**src/rtl/tbuf_pkg.sv**
```systemverilog
package tbuf_pkg;
  typedef enum logic [1:0] {
    SEL_DATA  = 2'd0,
    SEL_STAT  = 2'd1,
    SEL_LEVEL = 2'd2,
    SEL_NONE  = 2'd3
  } rsel_e;
endpackage

```
**src/rtl/tbuf_ctrl.sv**
```systemverilog
module tbuf_ctrl #(
  parameter int DEPTH = 16,
  localparam int AW = $clog2(DEPTH),
  localparam int LW = AW + 1
) (
  input  logic          clk,
  input  logic          rst_n,
  input  logic          cap_en,
  input  logic          mode_in,
  input  logic          wr_req,
  input  logic          pop_req,
  output logic          in_ready,
  output logic          wr_en,
  output logic [AW-1:0] wr_addr,
  output logic [AW-1:0] rd_addr,
  output logic          pop_ok,
  output logic [LW-1:0] level,
  output logic          full,
  output logic          empty,
  output logic          wrapped,
  output logic          mode_q
);
  localparam logic [LW-1:0] LVL_MAX = LW'(DEPTH);
  localparam logic [AW-1:0] PTR_LAST = AW'(DEPTH - 1);

  logic [AW-1:0] wr_ptr, rd_ptr;
  logic          overwrite;

  function automatic logic [AW-1:0] ptr_next(input logic [AW-1:0] p);
    return (p == PTR_LAST) ? '0 : p + AW'(1);
  endfunction

  assign full      = (level == LVL_MAX);
  assign empty     = (level == '0);
  assign in_ready  = cap_en && (mode_q || !full);
  assign wr_en     = wr_req && in_ready;
  assign pop_ok    = pop_req && !empty;
  assign overwrite = wr_en && full && !pop_ok;
  assign wr_addr   = wr_ptr;
  assign rd_addr   = rd_ptr;

  always_ff @(posedge clk or negedge rst_n) begin
    if (!rst_n) begin
      mode_q <= 1'b0;
    end else if (!cap_en) begin
      mode_q <= mode_in;
    end
  end

  always_ff @(posedge clk or negedge rst_n) begin
    if (!rst_n) begin
      wr_ptr  <= '0;
      rd_ptr  <= '0;
      level   <= '0;
      wrapped <= 1'b0;
    end else begin
      if (wr_en) wr_ptr <= ptr_next(wr_ptr);
      if (pop_ok || overwrite) rd_ptr <= ptr_next(rd_ptr);
      if (overwrite) wrapped <= 1'b1;
      unique case ({wr_en && !overwrite, pop_ok})
        2'b10:   level <= level + LW'(1);
        2'b01:   level <= level - LW'(1);
        default: level <= level;
      endcase
    end
  end
endmodule

```
**src/rtl/tbuf_ram.sv**
```systemverilog
module tbuf_ram #(
  parameter int W = 32,
  parameter int DEPTH = 16,
  localparam int AW = $clog2(DEPTH)
) (
  input  logic          clk,
  input  logic          we,
  input  logic [AW-1:0] waddr,
  input  logic [W-1:0]  wdata,
  input  logic [AW-1:0] raddr,
  output logic [W-1:0]  rword
);
  logic [W-1:0] store [DEPTH];

  always_ff @(posedge clk) begin
    if (we) store[waddr] <= wdata;
  end

  assign rword = store[raddr];
endmodule

```
**src/rtl/tbuf_rdport.sv**
```systemverilog
module tbuf_rdport
  import tbuf_pkg::*;
#(
  parameter int W = 32,
  parameter int LW = 5
) (
  input  logic          clk,
  input  logic          rst_n,
  input  logic          rd_en,
  input  logic [1:0]    rd_sel,
  input  logic          pop_ok,
  input  logic [W-1:0]  mem_word,
  input  logic          empty,
  input  logic          full,
  input  logic          wrapped,
  input  logic [LW-1:0] level,
  output logic [W-1:0]  rd_data,
  output logic          rd_valid
);
  logic [W-1:0] stat_w, lvl_w, sel_w;

  always_comb begin
    stat_w = '0;
    stat_w[2:0] = {wrapped, full, empty};
    lvl_w = '0;
    lvl_w[LW-1:0] = level;
    unique case (rsel_e'(rd_sel))
      SEL_DATA:  sel_w = pop_ok ? mem_word : '1;
      SEL_STAT:  sel_w = stat_w;
      SEL_LEVEL: sel_w = lvl_w;
      default:   sel_w = '0;
    endcase
  end

  always_ff @(posedge clk or negedge rst_n) begin
    if (!rst_n) begin
      rd_data  <= '0;
      rd_valid <= 1'b0;
    end else begin
      rd_valid <= rd_en;
      if (rd_en) rd_data <= sel_w;
    end
  end
endmodule

```
**src/rtl/trace_capture_buf.sv**
```systemverilog
module trace_capture_buf
  import tbuf_pkg::*;
#(
  parameter int W = 32,
  parameter int DEPTH = 16,
  localparam int AW = $clog2(DEPTH),
  localparam int LW = AW + 1
) (
  input  logic          clk,
  input  logic          rst_n,
  input  logic          cap_en,
  input  logic          mode_in,
  input  logic          in_valid,
  output logic          in_ready,
  input  logic [W-1:0]  in_data,
  input  logic          rd_en,
  input  logic [1:0]    rd_sel,
  output logic [W-1:0]  rd_data,
  output logic          rd_valid,
  output logic          st_empty,
  output logic          st_full,
  output logic          st_wrapped,
  output logic [LW-1:0] fill_level
);
  logic          wr_en, pop_ok, mode_q, pop_req;
  logic [AW-1:0] wr_addr, rd_addr;
  logic [W-1:0]  mem_word;

  assign pop_req = rd_en && (rsel_e'(rd_sel) == SEL_DATA);

  tbuf_ctrl #(.DEPTH(DEPTH)) u_ctrl (
    .clk(clk), .rst_n(rst_n), .cap_en(cap_en), .mode_in(mode_in),
    .wr_req(in_valid), .pop_req(pop_req), .in_ready(in_ready),
    .wr_en(wr_en), .wr_addr(wr_addr), .rd_addr(rd_addr), .pop_ok(pop_ok),
    .level(fill_level), .full(st_full), .empty(st_empty),
    .wrapped(st_wrapped), .mode_q(mode_q)
  );

  tbuf_ram #(.W(W), .DEPTH(DEPTH)) u_ram (
    .clk(clk), .we(wr_en), .waddr(wr_addr), .wdata(in_data),
    .raddr(rd_addr), .rword(mem_word)
  );

  tbuf_rdport #(.W(W), .LW(LW)) u_rd (
    .clk(clk), .rst_n(rst_n), .rd_en(rd_en), .rd_sel(rd_sel),
    .pop_ok(pop_ok), .mem_word(mem_word), .empty(st_empty),
    .full(st_full), .wrapped(st_wrapped), .level(fill_level),
    .rd_data(rd_data), .rd_valid(rd_valid)
  );
endmodule

```
**config.mk**
```make
export PLATFORM = sky130hd
export DESIGN_NAME = trace_capture_buf
export DESIGN_NICKNAME = d
export VERILOG_FILES = /design/src/rtl/tbuf_pkg.sv /design/src/rtl/tbuf_ctrl.sv /design/src/rtl/tbuf_ram.sv /design/src/rtl/tbuf_rdport.sv /design/src/rtl/trace_capture_buf.sv
export SDC_FILE = /design/constraint.sdc
export NUM_CORES = 1
export LEC_CHECK = 0
export ABC_CLOCK_PERIOD_IN_PS = 8600
export CAP_MARGIN = 0
export CORE_ASPECT_RATIO = 2
export CORE_MARGIN = 1.5
export CORE_UTILIZATION = 43
export DETAILED_ROUTE_END_ITERATION = 12
export PLACE_DENSITY = 0.56
export SETUP_SLACK_MARGIN = 0.05
export SLEW_MARGIN = 15
export SYNTH_ARGS = -nofsm -noshare
export SYNTH_HDL_FRONTEND = slang
export SYNTH_SLANG_ARGS = --single-unit
```
**constraint.sdc**
```tcl
create_clock -name clk -period 8.6 [get_ports clk]
set_input_delay 2.15 -clock clk [delete_from_list [all_inputs] [get_ports clk]]
set_output_delay 2.15 -clock clk [all_outputs]
set_load 0.02 [all_outputs]
```
Word-level counts from Yosys, hierarchy flattened --
Memory sizes are Yosys's and may differ from the RTL's. Index checks and enable logic that the tools add are counted.
Cells by class: shift-type cells 0, $lt $le $gt $ge 0, multiplexer cells 7, reduce and logical (&&, ||, !) cells 16, div/mod/pow operators 0, bitwise gates (word level) 0, $mul 0, add/subtract/negate cells 4, eq/ne operators 7
Operators with widths (count):
- 32-bit one-hot mux with 3 select lines | 1
- 32-bit 2-to-1 mux | 1
- 5-bit one-hot mux with 2 select lines | 1
- 4-bit by 1-bit adder with 4-bit output (second input constant) | 2
- 4-bit == test (second input constant) | 2
- 4-bit 2-to-1 mux | 2
- 1-bit logical AND | 7
- 5-bit by 1-bit adder with 5-bit output (second input constant) | 1
- 5-bit == test (second input constant) | 1
- 5-bit logical NOT | 1
- 5-bit by 1-bit subtractor with 5-bit output (second input constant) | 1
- 2-bit by 1-bit == test with 1-bit output (second input constant) | 2
- 2-bit == test (second input constant) | 2
- 1-bit logical NOT | 4
- 2-bit logical NOT | 1
- 1-bit logical OR | 2
- 1-bit 2-to-1 mux | 2
- 2-bit nonzero test | 1
Word-level totals: word-level logic and storage cells 42, memories 1, memory bits (writable) 512, output and inout port bits 42, bits in read-only memories 0, register bits after elaboration 48, bits in latches 0
Memories:
- u_ram.store | depth 16, bits a word 32, read ports 1, clocked after Yosys merged registers in 0, wr ports 1, RTL line tbuf_ram.sv:13 | logic [W-1:0] store [DEPTH];

Longest topological paths before layout --
word-level depth 11, gate-level depth with buffers 11, depth with buffers taken out 10

Hierarchy --
From an unflattened synthesis, not the netlist that was laid out.
Unflattened totals: cell total of the unflattened synthesis 1047, area, all modules 21747.1 µm²
By module, submodules not included:
- tbuf_ram | instances 1, area an instance 19213.4 µm², cells each 806
- tbuf_rdport | instances 1, area an instance 1601.5 µm², cells each 146
- tbuf_ctrl | instances 1, area an instance 919.6 µm², cells each 94
- trace_capture_buf | instances 1, area an instance 12.5 µm², cells each 1

Least setup slack after synthesis --
Ideal clock, no wire load.
path type input port to flip-flop, start input port in_valid, end memory u_ram.store[0][0] (enable), buffers on the path 0, required time 8.098 ns, data arrival time 5.660 ns, path slack 2.438 ns, cell stages on the path 3, cell sequence and2_0 > o31ai_4 > nor4_1
On the way: cells in the longest elaborated chain, start to end 3
RTL lines:
- start: declaration | RTL line trace_capture_buf.sv:13 | input logic in_valid,
- 1-bit logical AND | RTL line tbuf_ctrl.sv:36 | assign wr_en = wr_req && in_ready;
- 1-bit 2-to-1 mux | RTL line tbuf_ram.sv:16 | if (we) store[waddr] <= wdata;
- 1-bit 2-to-1 mux (not written as such) | RTL line tbuf_ram.sv:16
- end: declaration | RTL line tbuf_ram.sv:13
Every way passes these cells.

Worst setup path after layout --
start input port cap_en, end output port in_ready
On the way: cells in the longest elaborated chain, start to end 1
RTL lines:
- start: declaration | RTL line trace_capture_buf.sv:11 | input logic cap_en,
- 1-bit logical AND | RTL line tbuf_ctrl.sv:35 | assign in_ready = cap_en && (mode_q || !full);
- end: declaration | RTL line trace_capture_buf.sv:14 | output logic in_ready,
Every way passes these cells.

==> results.json <==
{
  "synth_area_leaders": "edfxtp_1, mux4_2, dfrtp_1",
  "antenna_cells": 0,
  "multi_input_area_um2": 4903,
  "setup_ws_ns": 2.884,
  "synth_top_flop_cell": "edfxtp_1",
  "p_int_mw": 5.255,
  "grt_max_degree": 106,
  "combPwrFrac_pct": 25.7,
  "syn_area_um2": 21740,
  "powerDensity_nw_per_um2": 300.2,
  "synth_seq_cells": 560,
  "power_frac_clock_pct": 28.3,
  "power_leakage_nw": 7.994,
  "final_antenna_net_count": 0,
  "row_count": 116,
  "hold_buffers": 0,
  "drc": 0,
  "via_per_inst": 5.735,
  "track_usage_pct": 19.33,
  "critPathMaxFanout": 5,
  "firstDrtPassIters": 5,
  "place_congestion": 0.7790,
  "regArea_um2": 16590,
  "n_fill_cell": 4132,
  "ioPinCount": 82,
  "clock_latency_ns": 0.59,
  "fin_hold_ws_ns": 0.5087,
  "reg2reg_depth": 10,
  "yosysUniqueCellTypes": 54,
  "yosysSeqAreaShare_pct": 76.24,
  "syn_area_per_cell_um2": 21.48,
  "path_class": "primary input to output port",
  "worstHoldPathType": "flip-flop to flip-flop",
  "synth_most_common_cell": "edfxtp_1",
  "start_util_pct": 43.55,
  "tightest_slew_ns": 1.261,
  "total_power_mw": 7.455,
  "dpl.hpwl_um": 26380,
  "finalClockSkew_ns": 0.01983,
  "maxCapViolations": 0,
  "cts_buffer_depth": 3,
  "synth.largest_area_cell": "edfxtp_1",
  "max_freq_mhz": 174.9,
  "hold_depth": 2,
  "worstSetupEndpointType": "output port",
  "yosys_warnings": 0,
  "grt_pass1_wl_um": 72860,
  "cts_tree": "yes",
  "synth_top_cells_by_count": "edfxtp_1, mux4_2, mux2i_1, dfrtp_1, o21ai_0",
  "required_ns": 6.45,
  "period_minus_slack_ns": 5.716,
  "io_buffers": 81,
  "cts_made_buffers": 49,
  "cts_root_buf": "clkbuf_16",
  "fp.coreArea_um2": 49930,
  "wire_per_inst_um": 27.04,
  "gr-total-overflow": 0,
  "period_share_pct": 66.47,
  "h-tree-depth": 2,
  "syn_to_final_growth_pct": 14.22,
  "finalWirelength_um": 48650,
  "seqPwrFrac_pct": 46.0,
  "critPathLaunchType": "primary input",
  "worst_r2r_endpoint": "u_ctrl.level[4]",
  "switching_share_pct": 29.51,
  "post_cts_resized": 0,
  "die_w_um": 162,
  "nets": 1158,
  "outcome": "finished clean",
  "peakVddDrop_mv": 0.2210,
  "drt_iter0_drc": 709,
  "r2r-start": "u_ctrl.level[1]",
  "syn_nets": 1061,
  "antenna_found_initial": 0,
  "min_to": "u_rd.rd_data[2]",
  "hold_viol_final": 0,
  "switchingPower_mw": 2.200,
  "cts_setup_buffers": 0,
  "slew_violations": 0,
  "synthArstFlopShare_pct": 8.571,
  "synth_edf_count": 512,
  "arrival_ns": 3.57,
  "hold_start": "u_rd.rd_data[2]",
  "slew_headroom_pct": 15.73,
  "syn_inst": 1012,
  "rsz0062_at_grt": "false",
  "synth_top_area_share_pct": 70.71,
  "drive_gt1_share_pct": 22.09,
  "setup_viol": 0,
  "pre_cts_ws_ns": 2.841,
  "cts.sinks": 560,
  "r2r_slack_ns": 5.23,
  "routed-via-count": 10320,
  "clkTransAtPathRegs_ns": 0.07,
  "fp.dieArea_um2": 52000,
  "grt_pass1_vias": 11220,
  "die_h_um": 321,
  "finish.utilization_pct": 49.74,
  "tns_ns": 0
}
metal layers:
metal	up-vias	share of wire (%)	global-route usage, %
met5	-	0	0
met4	0	2.9	6.565
met3	76	3.5	2.360
met2	241	55	35.98
met1	5564	38	22.87
li1	4436	-	-
cells in the final DEF (no fill, tap or decap), drive strengths merged, types with 2 or more instances in the layout:
master | synthesis | routed
and3 | 4 | 4
nor4 | 3 | 3
and2 | 11 | 11
nand2 | 15 | 15
mux2i | 58 | 58
a21oi | 10 | 10
nand2b | 3 | 3
o21ai | 43 | 43
o32ai | 2 | 2
clkbuf | 20 | 71
ha | 8 | 8
dfrtp | 48 | 48
nor2 | 9 | 9
a221oi | 29 | 29
a21o | 2 | 2
nor3 | 6 | 6
o41ai | 3 | 3
buf | 36 | 23
inv | 10 | 12
clkdlybuf4s50 | 0 | 79
xnor2 | 5 | 5
a32o | 2 | 2
o31ai | 2 | 2
nand3 | 6 | 6
mux4 | 126 | 126
clkinvlp | 0 | 2
a31oi | 3 | 3
clkinv | 0 | 16
mux2 | 7 | 7
nor2b | 9 | 9
edfxtp | 512 | 512
a211oi | 5 | 5
worst max-delay path by stage:
stage | depth (start not counted) | slack [ns] | start | endpoint
after global routing | 3 | 2.79 | cap_en | in_ready
after floorplan | 3 | 2.44 | in_valid | u_ram.store[0][0]
final | 3 | 2.88 | cap_en | in_ready
after global placement | 3 | 2.85 | cap_en | in_ready
after detailed placement | 6 | 2.84 | cap_en | u_ram.store[5][23]
after CTS | 3 | 2.84 | cap_en | in_ready
worst max-delay path, stage by stage:
cell and delay (ns):
clkdlybuf4s50_1 0.58, a21boi_0 0.21, clkdlybuf4s50_1 0.62
power by group through the flow:
stage                     sequential (mW)  combinational (mW)  clock (mW)
after floorplan                      3.38                1.40           0
after global placement               3.48                1.96           0
after detailed placement             3.49                1.97           0
after CTS                            3.43                1.97        2.17
after global routing                 3.46                2.07        2.26
final                                3.43                1.92        2.11
state kept, by name, indices dropped and copies added, names as in the netlist:
register        cells
u_ctrl.wrapped      1
u_ram.store       512
u_ctrl.level        5
u_rd.rd_valid       1
u_ctrl.mode_q       1
u_rd.rd_data       32
u_ctrl.wr_addr      4
u_ctrl.rd_addr      4
stage by stage:
step                cell area, um^2  std cells
floorplan                     21740       1012
global placement              23300       1707
detailed placement            23300       1707
CTS                           24830       1799
global route                  24830       1799
finish                        24830       1799
logic make-up after synthesis:
family          share of synthesized area, %
xor+xnor                              0.2014
buf+inv                                1.525
mux                                    16.08
fa+ha+maj                             0.5525
compound gates                         3.516
simple gates                           1.882
flops                                  76.24
final cells by class:
type                       count  area share, %
clock inverter                21         0.6600
tap                          649          3.270
inverter                      10         0.1511
multi-input combinational    386          19.75
timing repair buffer         102          3.910
clock buffer                  71          5.472
sequential                   560          66.79
No activity file was read; power rests on OpenSTA's default activity.
